$ cat src/rtl/mseq_pkg.sv
package mseq_pkg;
    localparam int IW     = 16;
    localparam int ARG_W  = 10;
    localparam int OUT_W  = ARG_W;
    localparam int STAT_W = 4;
    localparam int NFLAG  = 3;

    localparam logic [2:0] OP_NOP = 3'd0;
    localparam logic [2:0] OP_SET = 3'd1;
    localparam logic [2:0] OP_CLR = 3'd2;
    localparam logic [2:0] OP_CMP = 3'd3;

    typedef struct packed {
        logic [2:0]       op;
        logic [1:0]       psel;
        logic             pinv;
        logic [ARG_W-1:0] arg;
    } instr_t;

    typedef struct packed {
        logic              valid;
        logic              do_set;
        logic              do_clr;
        logic              do_cmp;
        logic [1:0]        fidx;
        logic [STAT_W-1:0] mask;
        logic [STAT_W-1:0] pat;
        logic [OUT_W-1:0]  bits;
    } uop_t;

    function automatic logic pred_eval(input logic [NFLAG:1] f,
                                       input logic [1:0] sel,
                                       input logic inv);
        logic r;
        case (sel)
            2'd1:    r = f[1];
            2'd2:    r = f[2];
            2'd3:    r = f[3];
            default: r = 1'b1;
        endcase
        return r ^ inv;
    endfunction
endpackage

$ cat src/rtl/mseq_imem.sv
module mseq_imem
    import mseq_pkg::*;
#(
    parameter int DEPTH = 24,
    localparam int AW = $clog2(DEPTH)
) (
    input  logic          clk,
    input  logic          rst,
    input  logic          busy,
    input  logic          we,
    input  logic [AW-1:0] waddr,
    input  instr_t        wdata,
    input  logic [AW-1:0] raddr,
    output instr_t        rdata
);
    instr_t mem [DEPTH];
    logic   wr_ok;

    assign wr_ok = we && !busy && (waddr < AW'(DEPTH));

    always_ff @(posedge clk) begin
        if (wr_ok) mem[waddr] <= wdata;
    end

    assign rdata = (raddr < AW'(DEPTH)) ? mem[raddr] : '0;


    ign_wr_chk: assert property (@(posedge clk) disable iff (rst)
        (busy && we && (waddr < AW'(DEPTH))) |=> (mem[$past(waddr)] == $past(mem[waddr])));
endmodule

$ cat src/rtl/mseq_fetch.sv
module mseq_fetch
    import mseq_pkg::*;
#(
    parameter int DEPTH = 24,
    localparam int AW = $clog2(DEPTH)
) (
    input  logic          clk,
    input  logic          rst,
    input  logic          run,
    input  logic          start,
    input  logic          stop,
    input  logic [AW-1:0] last,
    input  instr_t        rdata,
    output logic [AW-1:0] pc,
    output logic          if_valid,
    output instr_t        if_instr
);
    logic [AW-1:0] lim;

    assign lim = (last > AW'(DEPTH - 1)) ? AW'(DEPTH - 1) : last;

    always_ff @(posedge clk) begin
        if (rst) begin
            pc       <= '0;
            if_valid <= 1'b0;
            if_instr <= '0;
        end else if (start) begin
            pc       <= '0;
            if_valid <= 1'b0;
        end else if (run) begin
            if_valid <= !stop;
            if_instr <= rdata;
            pc       <= (pc >= lim) ? '0 : pc + AW'(1);
        end else begin
            if_valid <= 1'b0;
        end
    end


    start_pc_chk: assert property (@(posedge clk) disable iff (rst)
        start |=> (pc == '0) && !if_valid);


    pc_range_chk: assert property (@(posedge clk) disable iff (rst)
        (run && !start) |=> (pc <= lim));


    pc_step_chk: assert property (@(posedge clk) disable iff (rst)
        (run && !start && pc < lim) |=> (pc == $past(pc) + AW'(1)));
endmodule

$ cat src/rtl/mseq_decode.sv
module mseq_decode
    import mseq_pkg::*;
(
    input  logic           clk,
    input  logic           rst,
    input  logic           run,
    input  logic           start,
    input  logic           stop,
    input  logic           if_valid,
    input  instr_t         if_instr,
    input  logic [NFLAG:1] flags,
    output uop_t           uop,
    output logic           pred
);
    uop_t dec;

    always_comb begin
        dec        = '0;
        dec.valid  = if_valid && run && !start && !stop;
        dec.do_set = (if_instr.op == OP_SET);
        dec.do_clr = (if_instr.op == OP_CLR);
        dec.do_cmp = (if_instr.op == OP_CMP);
        dec.fidx   = if_instr.arg[9:8];
        dec.mask   = if_instr.arg[7:4];
        dec.pat    = if_instr.arg[3:0];
        dec.bits   = if_instr.arg;
    end

    always_ff @(posedge clk) begin
        if (rst) begin
            uop  <= '0;
            pred <= 1'b0;
        end else begin
            uop  <= dec;
            pred <= pred_eval(flags, if_instr.psel, if_instr.pinv);
        end
    end


    flush_chk: assert property (@(posedge clk) disable iff (rst)
        start |=> !uop.valid);
endmodule

$ cat src/rtl/mseq_exec.sv
module mseq_exec
    import mseq_pkg::*;
(
    input  logic              clk,
    input  logic              rst,
    input  logic              run,
    input  logic              start,
    input  uop_t              uop,
    input  logic              pred,
    input  logic [STAT_W-1:0] status,
    output logic [OUT_W-1:0]  ctl,
    output logic [NFLAG:1]    flags
);
    logic           fire;
    logic           match;
    logic [NFLAG:1] flags_n;
    logic [OUT_W-1:0] ctl_n;

    assign fire  = run && uop.valid && pred && !start;
    assign match = ((status & uop.mask) == (uop.pat & uop.mask));

    always_comb begin
        flags_n = flags;
        ctl_n   = ctl;
        if (fire && uop.do_cmp) begin
            case (uop.fidx)
                2'd1:    flags_n[1] = match;
                2'd2:    flags_n[2] = match;
                2'd3:    flags_n[3] = match;
                default: ;
            endcase
        end
        if (fire && uop.do_set) ctl_n = ctl | uop.bits;
        if (fire && uop.do_clr) ctl_n = ctl & ~uop.bits;
    end

    always_ff @(posedge clk) begin
        if (rst) begin
            ctl   <= '0;
            flags <= '0;
        end else begin
            ctl   <= ctl_n;
            flags <= start ? '0 : flags_n;
        end
    end


    squash_chk: assert property (@(posedge clk) disable iff (rst)
        (uop.valid && !pred && !start) |=> $stable(ctl) && $stable(flags));


    start_flag_chk: assert property (@(posedge clk) disable iff (rst)
        start |=> (flags == '0));


    halt_hold_chk: assert property (@(posedge clk) disable iff (rst)
        !run |=> $stable(ctl));
endmodule

$ cat src/rtl/mseq_top.sv
module mseq_top
    import mseq_pkg::*;
#(
    parameter int DEPTH = 24,
    localparam int AW = $clog2(DEPTH)
) (
    input  logic              clk,
    input  logic              rst,
    input  logic              start,
    input  logic              stop,
    input  logic              ld_we,
    input  logic [AW-1:0]     ld_addr,
    input  logic [IW-1:0]     ld_data,
    input  logic [AW-1:0]     prog_last,
    input  logic [STAT_W-1:0] status,
    output logic [OUT_W-1:0]  ctl_out,
    output logic              busy
);
    logic [AW-1:0]  pc;
    instr_t         rdata;
    logic           if_valid;
    instr_t         if_instr;
    uop_t           uop;
    logic           pred;
    logic [NFLAG:1] flags;

    always_ff @(posedge clk) begin
        if (rst)        busy <= 1'b0;
        else if (start) busy <= 1'b1;
        else if (stop)  busy <= 1'b0;
    end

    mseq_imem #(.DEPTH(DEPTH)) u_imem (
        .clk(clk), .rst(rst), .busy(busy), .we(ld_we), .waddr(ld_addr),
        .wdata(instr_t'(ld_data)), .raddr(pc), .rdata(rdata)
    );

    mseq_fetch #(.DEPTH(DEPTH)) u_fetch (
        .clk(clk), .rst(rst), .run(busy), .start(start), .stop(stop),
        .last(prog_last), .rdata(rdata), .pc(pc), .if_valid(if_valid),
        .if_instr(if_instr)
    );

    mseq_decode u_decode (
        .clk(clk), .rst(rst), .run(busy), .start(start), .stop(stop),
        .if_valid(if_valid), .if_instr(if_instr), .flags(flags),
        .uop(uop), .pred(pred)
    );

    mseq_exec u_exec (
        .clk(clk), .rst(rst), .run(busy), .start(start), .uop(uop),
        .pred(pred), .status(status), .ctl(ctl_out), .flags(flags)
    );


    stop_chk: assert property (@(posedge clk) disable iff (rst)
        (stop && !start) |=> !busy);


    reset_chk: assert property (@(posedge clk)
        rst |=> (ctl_out == '0) && !busy);
endmodule

$ cat config.mk
export PLATFORM = sky130hd
export DESIGN_NAME = mseq_top
export DESIGN_NICKNAME = d
export VERILOG_FILES = /design/src/rtl/mseq_pkg.sv /design/src/rtl/mseq_imem.sv /design/src/rtl/mseq_fetch.sv /design/src/rtl/mseq_decode.sv /design/src/rtl/mseq_exec.sv /design/src/rtl/mseq_top.sv
export SDC_FILE = /design/constraint.sdc
export NUM_CORES = 1
export LEC_CHECK = 0
export ABC_AREA = 1
export CORE_MARGIN = 3
export CORE_UTILIZATION = 60
export CTS_CLUSTER_DIAMETER = 40
export DETAILED_ROUTE_END_ITERATION = 7
export PLACE_DENSITY_LB_ADDON = 0.05
export SKIP_CTS_REPAIR_TIMING = 1
export SLEW_MARGIN = 40
export SYNTH_ARGS = -nofsm -noshare
export SYNTH_HDL_FRONTEND = slang
export SYNTH_SLANG_ARGS = --single-unit
$ cat constraint.sdc
create_clock -name clk -period 2.56 [get_ports clk]
set_input_delay 0.384 -clock clk [delete_from_list [all_inputs] [get_ports clk]]
set_output_delay 0.384 -clock clk [all_outputs]
set_load 0.1 [all_outputs]
==> flow_metrics.tcl <==
set metrics [dict create \
    status "complete, no violations" \
    initialDrtViolationCount 1446 \
    synth.distinct_cells 35 \
    mostFrequentLayoutCell "edfxtp_1" \
    cts-buffers-inserted 51 \
    crit_chain "inv_4 > buf_4 > nor2_1 > o211ai_1 > nand3_1 > nand2_1 > nand2_1 > a21oi_1" \
    root_buffer "clkbuf_16" \
    cts_htree_levels 2 \
    synth_seq_area_share 0.728 \
    min-delay-start "u_fetch.if_instr[1]" \
    clock-skew-final_ps 23.1 \
    relSlewSlack 0.596 \
    grt.total_usage 0.282 \
    grt_antenna_before_repair 1 \
    hold_path_class "reg2reg" \
    synth_cells 1409 \
    cp-start-kind "register" \
    num_rows 61 \
    holdWs_ps 418 \
    syn2layout_area_growth_pct 16.3 \
    drt-total-wl_microns 43500 \
    ir_drop_uv 640 \
    drive_gt1_frac 0.123 \
    preCtsSetupSlack_ps 219 \
    cp_common_cell "nand2_1" \
    clock-sinks 440 \
    cp_data_required_time_ps 3040 \
    setup_viol 0 \
    yosys_warnings 0 \
    syn-cell-area_sq_mm 0.0174 \
    io_pins 46 \
    syn_area_per_cell_sq_um 12.3 \
    syn_nets 1450 \
    viasPerCell 6.01 \
    drc 0 \
    cts_buffer_depth 3 \
    cp-end-kind "register" \
    die-area_sq_mm 0.0310 \
    start_util 0.617 \
    cap_violations 0 \
    power_density_mw_per_mm2 771 \
    cts_tree "done" \
    cp_data_arrival_time_ps 2620 \
    max_stage_delay_ps 430 \
    clock_latency_ps 560 \
    setup_tns_ps 0 \
    dr.pass1.iters 5 \
    num_vias 11500 \
    fin_ws_ps 422 \
    finalWeightedCongestion 0.899 \
    fillers 1965 \
    post-route-min-period_ps 2140 \
    grt_max_degree 131 \
    insertedDiodeCount 0 \
    clkTransAtPathRegs_ps 60 \
    rsz0062_at_grt "no" \
    die_x_microns 176 \
    cp_max_fo 34 \
    port_buffers 45 \
    nNetsFinal 1540 \
    wl_per_cell_microns 22.7 \
    die_y_microns 176 \
    slew_violations 0 \
    antenna_left 0 \
    core_area_sq_mm 0.0282 \
    hpwl_microns 26200 \
    slowest_stage "dfxtp_4" \
    ys_ff_latch 440 \
    hold_viol_final 0 \
    tightest_slew_ps 607 \
    crit_type "reg2reg" \
    grt_pass1_vias 11100 \
    overflow 0 \
    finalCritPeriodShare 0.835 \
    layout_common_cells "384 x edfxtp_1, 267 x nor2_1, 177 x o21ai_0, 100 x nand2_1, 76 x buf_4" \
    max_freq_mhz 468 \
    p_leak_nw 6.97 \
    grt_pass1_wl_microns 65900 \
]
==> synth_stat cells (all sizes together) <==
cell type	number	area (sq um)
edfxtp	384	11500
a21o	1	7.51
nand3	66	330
dfxtp	56	1120
nor2	278	1050
xor2	3	26.3
a21boi	1	7.51
nand3b	2	15.0
o22ai	20	125
nor4	1	6.26
nand2	101	382
o211ai	48	360
ha	6	75.1
inv	63	236
o221ai	30	263
o21ai	216	1080
a21oi	33	165
clkbuf	40	156
nor3	7	35.0
and3	1	6.26
or2	2	12.5
o2111ai	1	8.76
o21a	1	7.51
nand4	3	18.8
buf	45	353
==> flip-flops by register name, summed over array words and instances, names as in the netlist, named ones only <==
register          cells
busy                  1
u_decode.pred         1
u_decode.uop         14
u_exec.flags          3
u_fetch.if_instr     16
u_fetch.if_valid      1
u_fetch.pc            5
u_imem.mem          384
==> through the flow <==
step	power [mW]	instance area (sq um)	util	std cells
2_1_floorplan	8.27	17400	-	1409
3_3_place_gp	8.57	18500	0.658	1824
3_5_place_dp	8.58	18500	0.658	1824
4_1_cts	15.6	20200	0.718	1918
5_1_grt	16.0	20200	0.718	1918
6_report	15.6	20200	0.718	1918
==> path summary, 6_finish.rpt <==
kind / end / slack, ps / depth (start not counted)
worst min-delay path: u_decode.uop[1] / 420 / 2
worst max-delay path: u_fetch.if_instr[13] / 420 / 8
worst max register to register: u_fetch.if_instr[13] / 420 / 8
worst min register to register: u_decode.uop[1] / 420 / 2
==> layer usage <==
layer  wire length (microns)  vias up  GRT usage
met1                   17700     5643      0.396
met4                    1120        0     0.0818
met2                   21200      529      0.466
met3                    3530       82     0.0439
li1                        -     5281          -
met5                       0        -          0
==> where the power goes <==
group / total [mW] / switching (mW) / internal [mW]
logic: 0.575 / 0.407 / 0.168
registers: 7.86 / 0.0232 / 7.84
clock network: 7.15 / 2.84 / 4.31
total: 15.6 / 3.27 / 12.3
==> worst max-delay path, delay by kind of cell (launching register included) <==
family / cells / cell delay [ps]
and+or+nand+nor: 4 / 520
buffers and inverters: 2 / 700
DFF: 1 / 430
AOI/OAI and AO/OA: 2 / 400
==> kinds of logic (layout without fill, tap and decap cells) <==
group / count (synthesis) / in the layout / synth area share
AND/OR/NAND/NOR: 461 / 461 / 0.107
flip-flops: 440 / 440 / 0.728
AO/OA/AOI/OAI: 351 / 351 / 0.117
buffers and inverters: 148 / 279 / 0.0429
adder cells (fa/ha/maj): 6 / 6 / 0.00432
XOR/XNOR: 3 / 3 / 0.00151
==> layout make-up <==
class                           instances  area, sq um  area share
Clock buffer                           60         1350      0.0670
Clock inverter                         34          329      0.0163
Inverter                               63          239      0.0118
Multi-Input combinational cell        821         4000       0.198
Sequential cell                       440        12700       0.626
Tap cell                              378          473      0.0234
Timing Repair Buffer                  122         1150      0.0570
Power figures use the tool's default switching activity.
